===== config.mk =====
export PLATFORM = sky130hd
export DESIGN_NAME = lpm_ctrl
export DESIGN_NICKNAME = d
export VERILOG_FILES = /design/src/rtl/lpm_pkg.sv /design/src/rtl/lpm_wake_qual.sv /design/src/rtl/lpm_settle_timer.sv /design/src/rtl/lpm_pclk_div.sv /design/src/rtl/lpm_ctrl.sv
export SDC_FILE = /design/constraint.sdc
export NUM_CORES = 1
export LEC_CHECK = 0
export BUFFER_PORTS_ARGS = -buffer_cell sky130_fd_sc_hd__buf_2
export CAP_MARGIN = 25
export CELL_PAD_IN_SITES_DETAIL_PLACEMENT = 1
export CELL_PAD_IN_SITES_GLOBAL_PLACEMENT = 1
export CORE_MARGIN = 2
export CORE_UTILIZATION = 44
export CTS_BUF_LIST = sky130_fd_sc_hd__clkbuf_4 sky130_fd_sc_hd__clkbuf_8
export DETAILED_ROUTE_END_ITERATION = 10
export GPL_ROUTABILITY_DRIVEN = 0
export PLACE_DENSITY = 0.86
export REMOVE_ABC_BUFFERS = 1
export SKIP_LAST_GASP = 1
export SYNTH_ARGS = -nofsm -noshare
export SYNTH_HDL_FRONTEND = slang
export SYNTH_SLANG_ARGS = --single-unit

===== constraint.sdc =====
create_clock -name clk -period 2.35 [get_ports clk]
set_input_delay 0.47 -clock clk [delete_from_list [all_inputs] [get_ports clk]]
set_output_delay 0.47 -clock clk [all_outputs]
set_load 0.02 [all_outputs]

===== src/rtl/lpm_pkg.sv =====
package lpm_pkg;
  typedef enum logic [2:0] {
    ST_RUN, ST_LSLEEP, ST_DSTBY, ST_SUBSLP,
    ST_SETTLE, ST_WAKE, ST_RHOLD, ST_REXC
  } lpm_state_e;

  typedef enum logic [1:0] {
    PAD_NORMAL = 2'b00,
    PAD_HIZ    = 2'b01,
    PAD_HOLD   = 2'b10
  } pad_mode_e;

  localparam logic [1:0] MODE_LSLEEP = 2'b00;
  localparam logic [1:0] MODE_DSTBY  = 2'b01;
  localparam logic [1:0] MODE_SUBSLP = 2'b10;
endpackage


===== src/rtl/lpm_wake_qual.sv =====
module lpm_wake_qual #(
  parameter int IRQ_W = 8
) (
  input  logic [IRQ_W-1:0] req_i,
  input  logic [IRQ_W-1:0] en_i,
  input  logic             mask_i,
  output logic             wake_o
);
  always_comb begin
    wake_o = !mask_i && (|(req_i & en_i));
  end
endmodule


===== src/rtl/lpm_settle_timer.sv =====
module lpm_settle_timer #(
  parameter int SEL_W = 3,
  parameter int BASE  = 8192,
  parameter int CNT_W = 21
) (
  input  logic             clk,
  input  logic             rst_n,
  input  logic             load_i,
  input  logic             arm_i,
  input  logic [SEL_W-1:0] sel_i,
  output logic             done_o
);
  logic [CNT_W-1:0] cnt_q, cnt_d;

  always_comb begin
    cnt_d = cnt_q;
    if (load_i) begin
      cnt_d = arm_i ? (CNT_W'(BASE) << sel_i) : '0;
    end else if (cnt_q != '0) begin
      cnt_d = cnt_q - CNT_W'(1);
    end
  end

  always_ff @(posedge clk or negedge rst_n) begin
    if (!rst_n) cnt_q <= '0;
    else        cnt_q <= cnt_d;
  end

  assign done_o = (cnt_q <= CNT_W'(1));
endmodule


===== src/rtl/lpm_pclk_div.sv =====
module lpm_pclk_div #(
  parameter int SEL_W = 3
) (
  input  logic             clk,
  input  logic             rst_n,
  input  logic             run_i,
  input  logic [SEL_W-1:0] sel_i,
  output logic             tick_o
);
  localparam int DCNT_W = (2 ** SEL_W) - 1;

  logic [DCNT_W-1:0] cnt_q, cnt_d, mask;

  always_comb begin
    mask  = (DCNT_W'(1) << sel_i) - DCNT_W'(1);
    cnt_d = run_i ? cnt_q + DCNT_W'(1) : '0;
  end

  always_ff @(posedge clk or negedge rst_n) begin
    if (!rst_n) cnt_q <= '0;
    else        cnt_q <= cnt_d;
  end

  assign tick_o = run_i && ((cnt_q & mask) == '0);
endmodule


===== src/rtl/lpm_ctrl.sv =====
module lpm_ctrl #(
  parameter int IRQ_W       = 8,
  parameter int SEL_W       = 3,
  parameter int SETTLE_BASE = 8192
) (
  input  logic             clk,
  input  logic             rst_n,
  input  logic             pin_rst_n,
  input  logic             sleep_cmd_i,
  input  logic [1:0]       mode_sel_i,
  input  logic [SEL_W-1:0] settle_sel_i,
  input  logic [SEL_W-1:0] pdiv_sel_i,
  input  logic [IRQ_W-1:0] irq_req_i,
  input  logic [IRQ_W-1:0] irq_en_i,
  input  logic             irq_mask_i,
  output logic             cpu_clk_en_o,
  output logic             per_clk_en_o,
  output logic             osc_en_o,
  output logic [1:0]       io_mode_o,
  output logic             wake_irq_o,
  output logic             rst_exc_o
);
  import lpm_pkg::*;

  localparam int MAX_SHIFT = (2 ** SEL_W) - 1;
  localparam int CNT_W     = $clog2(SETTLE_BASE) + MAX_SHIFT + 1;

  lpm_state_e state_q, state_d;
  logic       sub_q, sub_d;
  logic       wake_ok, tmr_load, tmr_arm, tmr_done, div_tick;

  lpm_wake_qual #(.IRQ_W(IRQ_W)) wq_i (
    .req_i (irq_req_i),
    .en_i  (irq_en_i),
    .mask_i(irq_mask_i),
    .wake_o(wake_ok)
  );

  lpm_settle_timer #(.SEL_W(SEL_W), .BASE(SETTLE_BASE), .CNT_W(CNT_W)) tmr_i (
    .clk   (clk),
    .rst_n (rst_n),
    .load_i(tmr_load),
    .arm_i (tmr_arm),
    .sel_i (settle_sel_i),
    .done_o(tmr_done)
  );

  lpm_pclk_div #(.SEL_W(SEL_W)) div_i (
    .clk   (clk),
    .rst_n (rst_n),
    .run_i (state_q == ST_LSLEEP),
    .sel_i (pdiv_sel_i),
    .tick_o(div_tick)
  );

  // next-state logic; the reset pin outranks everything else
  always_comb begin
    state_d  = state_q;
    sub_d    = sub_q;
    tmr_load = 1'b0;
    tmr_arm  = 1'b0;
    if (!pin_rst_n) begin
      if (state_q != ST_RHOLD) begin
        state_d  = ST_RHOLD;
        tmr_load = 1'b1;
        tmr_arm  = (state_q == ST_DSTBY) || (state_q == ST_SUBSLP) ||
                   (state_q == ST_SETTLE);
      end
    end else begin
      case (state_q)
        ST_RUN: begin
          if (sleep_cmd_i) begin
            case (mode_sel_i)
              MODE_LSLEEP: state_d = ST_LSLEEP;
              MODE_DSTBY:  begin state_d = ST_DSTBY;  sub_d = 1'b0; end
              MODE_SUBSLP: begin state_d = ST_SUBSLP; sub_d = 1'b1; end
              default:     state_d = ST_RUN;
            endcase
          end
        end
        ST_LSLEEP: if (wake_ok) state_d = ST_WAKE;
        ST_DSTBY, ST_SUBSLP: begin
          if (wake_ok) begin
            state_d  = ST_SETTLE;
            tmr_load = 1'b1;
            tmr_arm  = 1'b1;
          end
        end
        ST_SETTLE: if (tmr_done) state_d = ST_WAKE;
        ST_RHOLD:  if (tmr_done) state_d = ST_REXC;
        default:   state_d = ST_RUN;
      endcase
    end
  end

  always_ff @(posedge clk or negedge rst_n) begin
    if (!rst_n) begin
      state_q <= ST_RUN;
      sub_q   <= 1'b0;
    end else begin
      state_q <= state_d;
      sub_q   <= sub_d;
    end
  end

  // output decode from the registered state
  always_comb begin
    cpu_clk_en_o = 1'b0;
    per_clk_en_o = 1'b0;
    osc_en_o     = 1'b1;
    io_mode_o    = PAD_NORMAL;
    case (state_q)
      ST_RUN, ST_WAKE, ST_REXC: begin
        cpu_clk_en_o = 1'b1;
        per_clk_en_o = 1'b1;
      end
      ST_LSLEEP: per_clk_en_o = div_tick;
      ST_DSTBY: begin
        osc_en_o  = 1'b0;
        io_mode_o = PAD_HIZ;
      end
      ST_SUBSLP: begin
        osc_en_o  = 1'b0;
        io_mode_o = PAD_HOLD;
      end
      ST_SETTLE: io_mode_o = sub_q ? PAD_HOLD : PAD_HIZ;
      default: ;
    endcase
  end

  assign wake_irq_o = (state_q == ST_WAKE);
  assign rst_exc_o  = (state_q == ST_REXC);
endmodule


==> results of run 1 <==
## report_power, final
group,switching [mW],internal [mW]
logic,0.273,0.222
registers,0.160,0.677
clock network,0.228,0.206
total,0.662,1.11
## cells by family (layout without fill, tap and decap cells)
family	after synthesis	after routing	synth area share, %
AO/OA/AOI/OAI	45	45	15.62
XOR/XNOR	21	21	9.257
adder cells (fa/ha/maj)	7	7	4.408
buffers and inverters	14	58	2.771
flip-flops	32	32	40.30
multiplexers	2	2	1.071
AND/OR/NAND/NOR	95	95	26.58
## flip-flops by register name, indices dropped and copies added (netlist names)
register     flops
state_q          3
sub_q            1
div_i.cnt_q      7
tmr_i.cnt_q     21
## layer usage
metal	vias to the layer above	track usage, %	routed length [um]
met5	-	0	0
met4	0	6.289	60
met3	7	4.701	136
met2	25	40.33	2721
met1	861	26.43	2289
li1	872	-	-
## repair_timing
item                       CTS  global route
gates resized for setup      0             1
setup buffers                0             0
setup endpoints to repair    0             1
## layout make-up
cell class              count  area, sq um
clock buffers               5        68.82
clock inverters             3        18.77
fillers                   526         2004
inverters                   8        30.03
multi-input cells         170         1139
flip-flops and latches     32        800.8
well taps                  52        65.06
repair buffers             42        227.7
## worst min path at each step
stage / startpoint / to / depth (start not counted)
2_1_floorplan: rst_n / div_i.cnt_q[0] / 0
3_3_place_gp: div_i.cnt_q[0] / div_i.cnt_q[0] / 1
3_5_place_dp: div_i.cnt_q[0] / div_i.cnt_q[0] / 1
4_1_cts: rst_n / state_q[0] / 1
5_1_grt: rst_n / state_q[1] / 1
6_report: rst_n / state_q[2] / 1
## Yosys cell counts (3+ instances only)
master,n,area [sq um]
sky130_fd_sc_hd__nor2_1,30,112.6
sky130_fd_sc_hd__nor4_1,7,43.79
sky130_fd_sc_hd__a21o_1,3,22.52
sky130_fd_sc_hd__or2_2,3,18.77
sky130_fd_sc_hd__a22oi_1,4,30.03
sky130_fd_sc_hd__ha_1,7,87.58
sky130_fd_sc_hd__o21ai_0,10,50.05
sky130_fd_sc_hd__inv_1,8,30.03
sky130_fd_sc_hd__nor3_1,7,35.03
sky130_fd_sc_hd__xnor2_1,13,113.9
sky130_fd_sc_hd__a21oi_1,6,30.03
sky130_fd_sc_hd__dfrtp_1,32,800.8
sky130_fd_sc_hd__nand2_1,8,30.03
sky130_fd_sc_hd__nor2b_1,6,37.54
sky130_fd_sc_hd__xor2_1,8,70.07
sky130_fd_sc_hd__nand3_1,10,50.05
sky130_fd_sc_hd__nand4_1,5,31.28
sky130_fd_sc_hd__o211ai_1,4,30.03
==> results.txt, run 1 <==
In this run the tool buffered the top-level ports with 35 buffer cells. The tools report the reg-to-reg startpoint as tmr_i.cnt_q[4]. The first global-routing pass estimated 8845 um of wire.

Element type at the critical path start: a flop. The endpoint identified for the worst register-to-register timing path is tmr_i.cnt_q[14]. The transition time at the pin with the least slew margin is 0.7518 ns. Dividing the detail-routed wire length by the instance count gives 16.69 um. The post-synthesis async set-or-reset flop share works out to 100.0%. The number of nets still failing antenna checks after routing is 0, and the worst setup skew after layout is 0.005746 ns. The H-tree was split into 2 levels. For the worst flop-to-flop path, the logic depth is 5. The tools report the leakage power of the design as 1.038 nW. Instance area at placement: 2255 sq um.

Shortest clock period the worst path allows after layout: 2.218 ns. Across all layers, the routed design uses 1765 vias. For the minimum setup slack after placement, the log shows 0.2462 ns. The worst-path cell with the longest stage delay is sky130_fd_sc_hd__dfrtp_1. In the layout the commonest cells are sky130_fd_sc_hd__buf_2 (35), sky130_fd_sc_hd__dfrtp_1 (32), sky130_fd_sc_hd__nor2_1 (30). The finished layout holds 312 standard cells, fillers aside. The tools report the remaining max-slew budget at the tightest pin as 49.88%.

The global-route usage over all layers is 22.27%. The min-delay analysis places its worst path in the category primary input to async pin. In this run the worst path has a maximum fanout of 5.

Pin placement for this block handled 36 I/O pins. The tree built by TritonCTS fans out to 32 sinks. Leaving out fill and tap cells, the most frequent cell in the layout is sky130_fd_sc_hd__buf_2. The startpoint-to-endpoint class of the critical path is flop to primary output.

Number of global-route vias before repair: 1883. The instance count after placement with tap cells included was 304; the achievable frequency was 450.9 MHz. Entering global routing, the biggest net connects 33 pins. The final cycle utilization of the critical path was 94.37%; the post-route total power was 1.768 mW. The initial antenna violation count came out at 0.

The layout overhead on the synthesized area was 18.26%. Dividing the synthesized area by the synthesized cell count gives 9.199 sq um. During synthesis, Yosys emitted a total of 0 warnings. In the final timing run, aggregate negative setup slack is 0 ns. The violation count after the first detailed-routing iteration is 46.

Setup repair after global routing left no endpoint under its margin. The post-detailed-route via-to-cell ratio is 5.657, and the share of the core filled with cells is 53.97%. At the later pin of the worst-skew pair, clock insertion delay measures 0.30 ns. Worst setup path endpoint: per_clk_en_o. The total of hold buffers inserted after clock tree synthesis is 0, and the count of state elements after synthesis is 32.

For this run the aggregate overflow at the end of global routing stands at 0. The number of buffers between clock root and the deepest sink came out at 2. For the sequential cell area fraction in the yosys report, the log shows 40.30%.

The horizontal extent of the die was 71.20 um. The flow ran to the end, and the final reports show no timing, DRC or antenna violations. The logs give 295 for the net total in the final layout and 1.88 ns for the data required time at the worst endpoint.

The total power per unit cell area was 752.3 nW/um^2; the core area was 4354 sq um. In this run the clock root is driven by a sky130_fd_sc_hd__clkbuf_8. The run gives 50 as the count of different cell masters after synthesis. The worst register-to-register path has a setup slack of 0.32 ns. Max-cap violations in this run came to 0.

The fraction of layout instances using a drive strength above 1 is 23.46%, and the clock-pin slew on the worst setup and hold paths is 0.08 ns. HPWL reported at the end of detailed placement: 3867 um. TritonCTS built the clock tree. The tools report the category of the worst setup path capture point as a primary output.

After floorplanning, the core was divided into 24 placement rows. The critical path's largest stage delay was 0.45 ns. For the final-report max-slew violation count, the log shows 0. The total stage count of the critical path was 5. The start point of the critical path is div_i.cnt_q[2].

Final-report hold violation count: 0. The number of antenna repair diodes was 0. Floorplan die height: 71.20 um.

Setup violations remaining at the end of the flow were counted as 0. The number of buffers created by CTS was 5; the minimum setup slack in the final design was 0.1322 ns. Traced cell by cell, the critical path runs through o41ai_2 -> o21ai_0 -> a211oi_1 -> or2_2 -> buf_2. The buffer and inverter count on the worst path is 1, and the remaining routing DRC violations is 0.

Hold is met by 0.2372 ns. The tools report the initial core utilization as 45.63%. The number of instances in the synthesized netlist is 216. Yosys mapped a number of flops with a built-in enable equal to 0.

After detailed routing, the total wire length is 5207 um. The main flop type after synthesis was sky130_fd_sc_hd__dfrtp_1. The finished cells cover 2350 sq um. The kind of cell adding the most delay to the critical path was compound AO/OA/AOI/OAI gates. The mapped cell area was 1987 sq um. For the number of optimization iterations in the first detailed-route pass, the log shows 4.

The die covers 5069 sq um. Data on the critical path arrives at its endpoint at 1.75 ns. Across the VDD grid, the largest voltage drop is 441.8 uV.
No activity file was read; power rests on OpenSTA's default activity.
==> run 2: changes to the inputs <==
--- a/config.mk
+++ b/config.mk
@@ -10,11 +10,11 @@
 export CELL_PAD_IN_SITES_DETAIL_PLACEMENT = 1
 export CELL_PAD_IN_SITES_GLOBAL_PLACEMENT = 1
 export CORE_MARGIN = 2
-export CORE_UTILIZATION = 44
+export CORE_UTILIZATION = 39
 export CTS_BUF_LIST = sky130_fd_sc_hd__clkbuf_4 sky130_fd_sc_hd__clkbuf_8
 export DETAILED_ROUTE_END_ITERATION = 10
 export GPL_ROUTABILITY_DRIVEN = 0
-export PLACE_DENSITY = 0.86
+export PLACE_DENSITY = 0.81
 export REMOVE_ABC_BUFFERS = 1
 export SKIP_LAST_GASP = 1
 export SYNTH_ARGS = -nofsm -noshare
==> constraint.sdc (replaced) <==
create_clock -name clk -period 1.8 [get_ports clk]
set_input_delay 0.09 -clock clk [delete_from_list [all_inputs] [get_ports clk]]
set_output_delay 0.09 -clock clk [all_outputs]
set_load 0.02 [all_outputs]
==> results.txt, run 2 (same netlist as run 1, synthesis figures left out) <==
The top cell types in the final layout, fill and taps aside, are sky130_fd_sc_hd__buf_4 (49), sky130_fd_sc_hd__buf_2 (34), sky130_fd_sc_hd__dfrtp_1 (31). The number of I/O port buffers works out to 35 (unchanged). In this run the worst hold path is classified as primary input to flop.

The tools report the I/O pin total as 36 (unchanged). The maximum fanout count along the critical path came out at 4 (-1). The critical path's largest stage delay came out at 0.50 ns (+0.05 ns). The remaining max-slew budget at the tightest pin is 51.41% (+1.5 points). The startpoint identified for the worst register-to-register timing path is tmr_i.cnt_q[5].

For the area of the die, the log shows 5681 sq um (+12%). The layout overhead on the synthesized area was 44.40%; the share of the core filled with cells was 59.56% (+5.6 points). The floorplan die height is 75.38 um (+5.9%). The tools report the initial antenna violation count as 0 (unchanged). In this run the critical register-to-register path is captured at tmr_i.cnt_q[14]. The run gives 2869 sq um (+22%) as the final instance area. For the number of optimization iterations in the first detailed-route pass, the log shows 4 (unchanged). The count of cells along the worst register-to-register path works out to 5 (unchanged). The clock-pin slew on the worst setup and hold paths works out to 0.06 ns (-0.02 ns). Leaving out fill and tap cells, the most frequent cell in the layout is sky130_fd_sc_hd__buf_4. For the setup slack of the worst register-to-register path, the log shows -0.05 ns (-0.37 ns). The worst hold path begins at settle_sel_i[2]. The final setup violation count is 5 (+5).

The worst path in the final design needs a cycle of 1.853 ns, including I/O delays and setup. Floorplan row count: 25 (+4.2%). Detail-routed net length per standard cell: 15.85 um (-5.1%). The signal on the critical path passes through nor4_4 -> nand3_4 -> or4_4 -> xor2_1 -> o31ai_2. The instance area at placement was 2514 sq um (+11%); the post-route total power was 2.822 mW (+60%).

The number of buffers created by CTS is 5 (unchanged). Area occupied by multi-input gates: 1287 sq um (+13%). The final-report hold violation count was 0 (unchanged); the via count was 1987 (+13%). The horizontal extent of the die is 75.38 um (+5.9%), and the flip-flop count of the largest register after layout is 21 (unchanged). Total stage count of the critical path: 5 (unchanged). The final cycle utilization of the critical path is 102.9%, and the max-cap check violation count is 0 (unchanged).

The post-detailed-route via-to-cell ratio is 5.370 (-5.1%). The tools report the worst setup skew after layout as 0.005036 ns (-0.0007097 ns). The minimum setup slack in the final design is -0.05289 ns (-0.1851 ns), and the number of antenna repair diodes is 0 (unchanged). Based on the critical path, the design can be clocked at up to 539.7 MHz. The final-report max-slew violation count came out at 0 (unchanged). The worst hold margin was 0.1146 ns (-0.1226 ns). The worst-path cell with the longest stage delay is sky130_fd_sc_hd__or4_4. The largest net degree at the start of global routing was 33 (unchanged). The tree is rooted in a sky130_fd_sc_hd__clkbuf_8. The run gives 0.29 ns (about the same) as the clock latency on the worst-skew pair.

The number of buffers between clock root and the deepest sink came out at 2 (unchanged). The minimum setup slack after placement was -0.04048 ns (-0.2867 ns). The final cell count without fillers came out at 370 (+19%). The buffer and inverter count on the worst path works out to 0 (-1). Counting flops per register, the top entry is tmr_i.cnt_q. The wire length of the first global-routing pass is 9052 um (+2.3%).

The final reports fail on setup timing. The run gives 77 (+67%) as the violation count after the first detailed-routing iteration. Number of global-route vias before repair: 1998 (+6.1%).

The fraction of layout instances using a drive strength above 1 was 41.91% (+18 points). The logs give 339 (+15%) for the net total in the final layout and 2.05 ns (+0.30 ns) for the data arrival time of the worst path. Global-route usage over all layers: 20.87% (-1.4 points). The run gives 0 (unchanged) as the total global routing overflow.

The run gives 4019 um (+3.9%) as the HPWL reported at the end of detailed placement. The number of sinks handled by clock tree synthesis was 32 (unchanged). The logs give 2.00 ns (+0.12 ns) for the data required time at the worst endpoint and 759.7 uV (+72%) for the highest ir drop seen on vdd. The total negative slack for setup checks came out at -0.1574 ns (-0.1574 ns).

The leakage power of the design was 1.290 nW (+24%). The worst hold path passes through 3 cells. Element type at the critical path start: a flop. The run gives 0 (unchanged) as the number of nets still failing antenna checks after routing. The end point of the worst hold path is tmr_i.cnt_q[18]. The logs give 5863 um (+13%) for the final routed wirelength across all metal layers and 802.0 sq um (+0.16%) for the register area. The largest registers in the layout are tmr_i.cnt_q (21), div_i.cnt_q (7), state_q (3).

The flow ran to the end, but the final reports show violations. Setup repair after global routing could not meet its margin everywhere. The instance count after placement with tap cells included is 351 (+15%), and the core area is 4817 sq um (+11%). For the depth of the CTS H-tree, the log shows 2 (unchanged).

TritonCTS built the clock tree. The remaining routing DRC violations came out at 0 (unchanged). The total power per unit cell area works out to 983.7 nW/um^2 (+31%). The category of the worst setup path capture point was a flop.

The startpoint-to-endpoint class of the critical path was flop to flop. The transition time at the pin with the least slew margin was 0.7289 ns (-0.02292 ns). The number of fill cells came out at 571 (+8.6%). The kind of cell adding the most delay to the critical path was simple AND/OR/NAND/NOR gates.

The initial core utilization came out at 41.25% (-4.4 points).
[run 2: cell types whose count changed in the layout (fill, tap and decap cells not counted), sizes merged]
| cell | change |
|---|---|
| buf | +42 |
| clkinv | -3 |
| clkbuf | +2 |
| dlygate4sd3 | +2 |
[run 2: power breakdown]
| group | leakage, nW | internal, mW | switching [mW] |
|---|---|---|---|
| clock | 0.0503 | 0.340 | 0.261 |
| sequential | 0.397 | 0.886 | 0.158 |
| combinational | 0.843 | 0.600 | 0.578 |
[run 2: metal layers]
| metal | track usage (%) | vias to the layer above | wire length, um |
|---|---|---|---|
| met2 | 37.78 | 29 | 3178 |
| met5 | 0 | - | 0 |
| met3 | 3.968 | 12 | 121 |
| met1 | 25.15 | 987 | 2450 |
| li1 | - | 959 | - |
| met4 | 6.043 | 0 | 112 |
[run 2: worst max path at each step]
stage,from,endpoint,slack (ns)
finish,tmr_i.cnt_q[5],tmr_i.cnt_q[14],-0.05
global route,tmr_i.cnt_q[11],tmr_i.cnt_q[7],-0.17
CTS,tmr_i.cnt_q[5],tmr_i.cnt_q[14],-0.04
detailed placement,tmr_i.cnt_q[10],tmr_i.cnt_q[15],-0.04
global placement,tmr_i.cnt_q[5],tmr_i.cnt_q[14],0.005
floorplan,tmr_i.cnt_q[10],tmr_i.cnt_q[5],-0.13
[run 2: area by class of cell]
type	count	share of cell area, %
sequential	32	27.95
tap	67	2.922
inverter	8	1.047
multi-input combinational	170	44.88
timing repair buffer	86	19.84
clock buffer	7	3.358
[run 2: worst min-delay path, cell delays in order]
cell and delay [ns]:
sky130_fd_sc_hd__buf_2 0.13, sky130_fd_sc_hd__nand4b_1 0.09, sky130_fd_sc_hd__o21ai_1 0.06
[run 2: timing repair]
action	CTS	global route
setup endpoints to repair	6	23
pin swaps	2	11
hold endpoints to repair	33	0
hold buffers	2	0
resized for setup	7	30
setup buffers	1	9
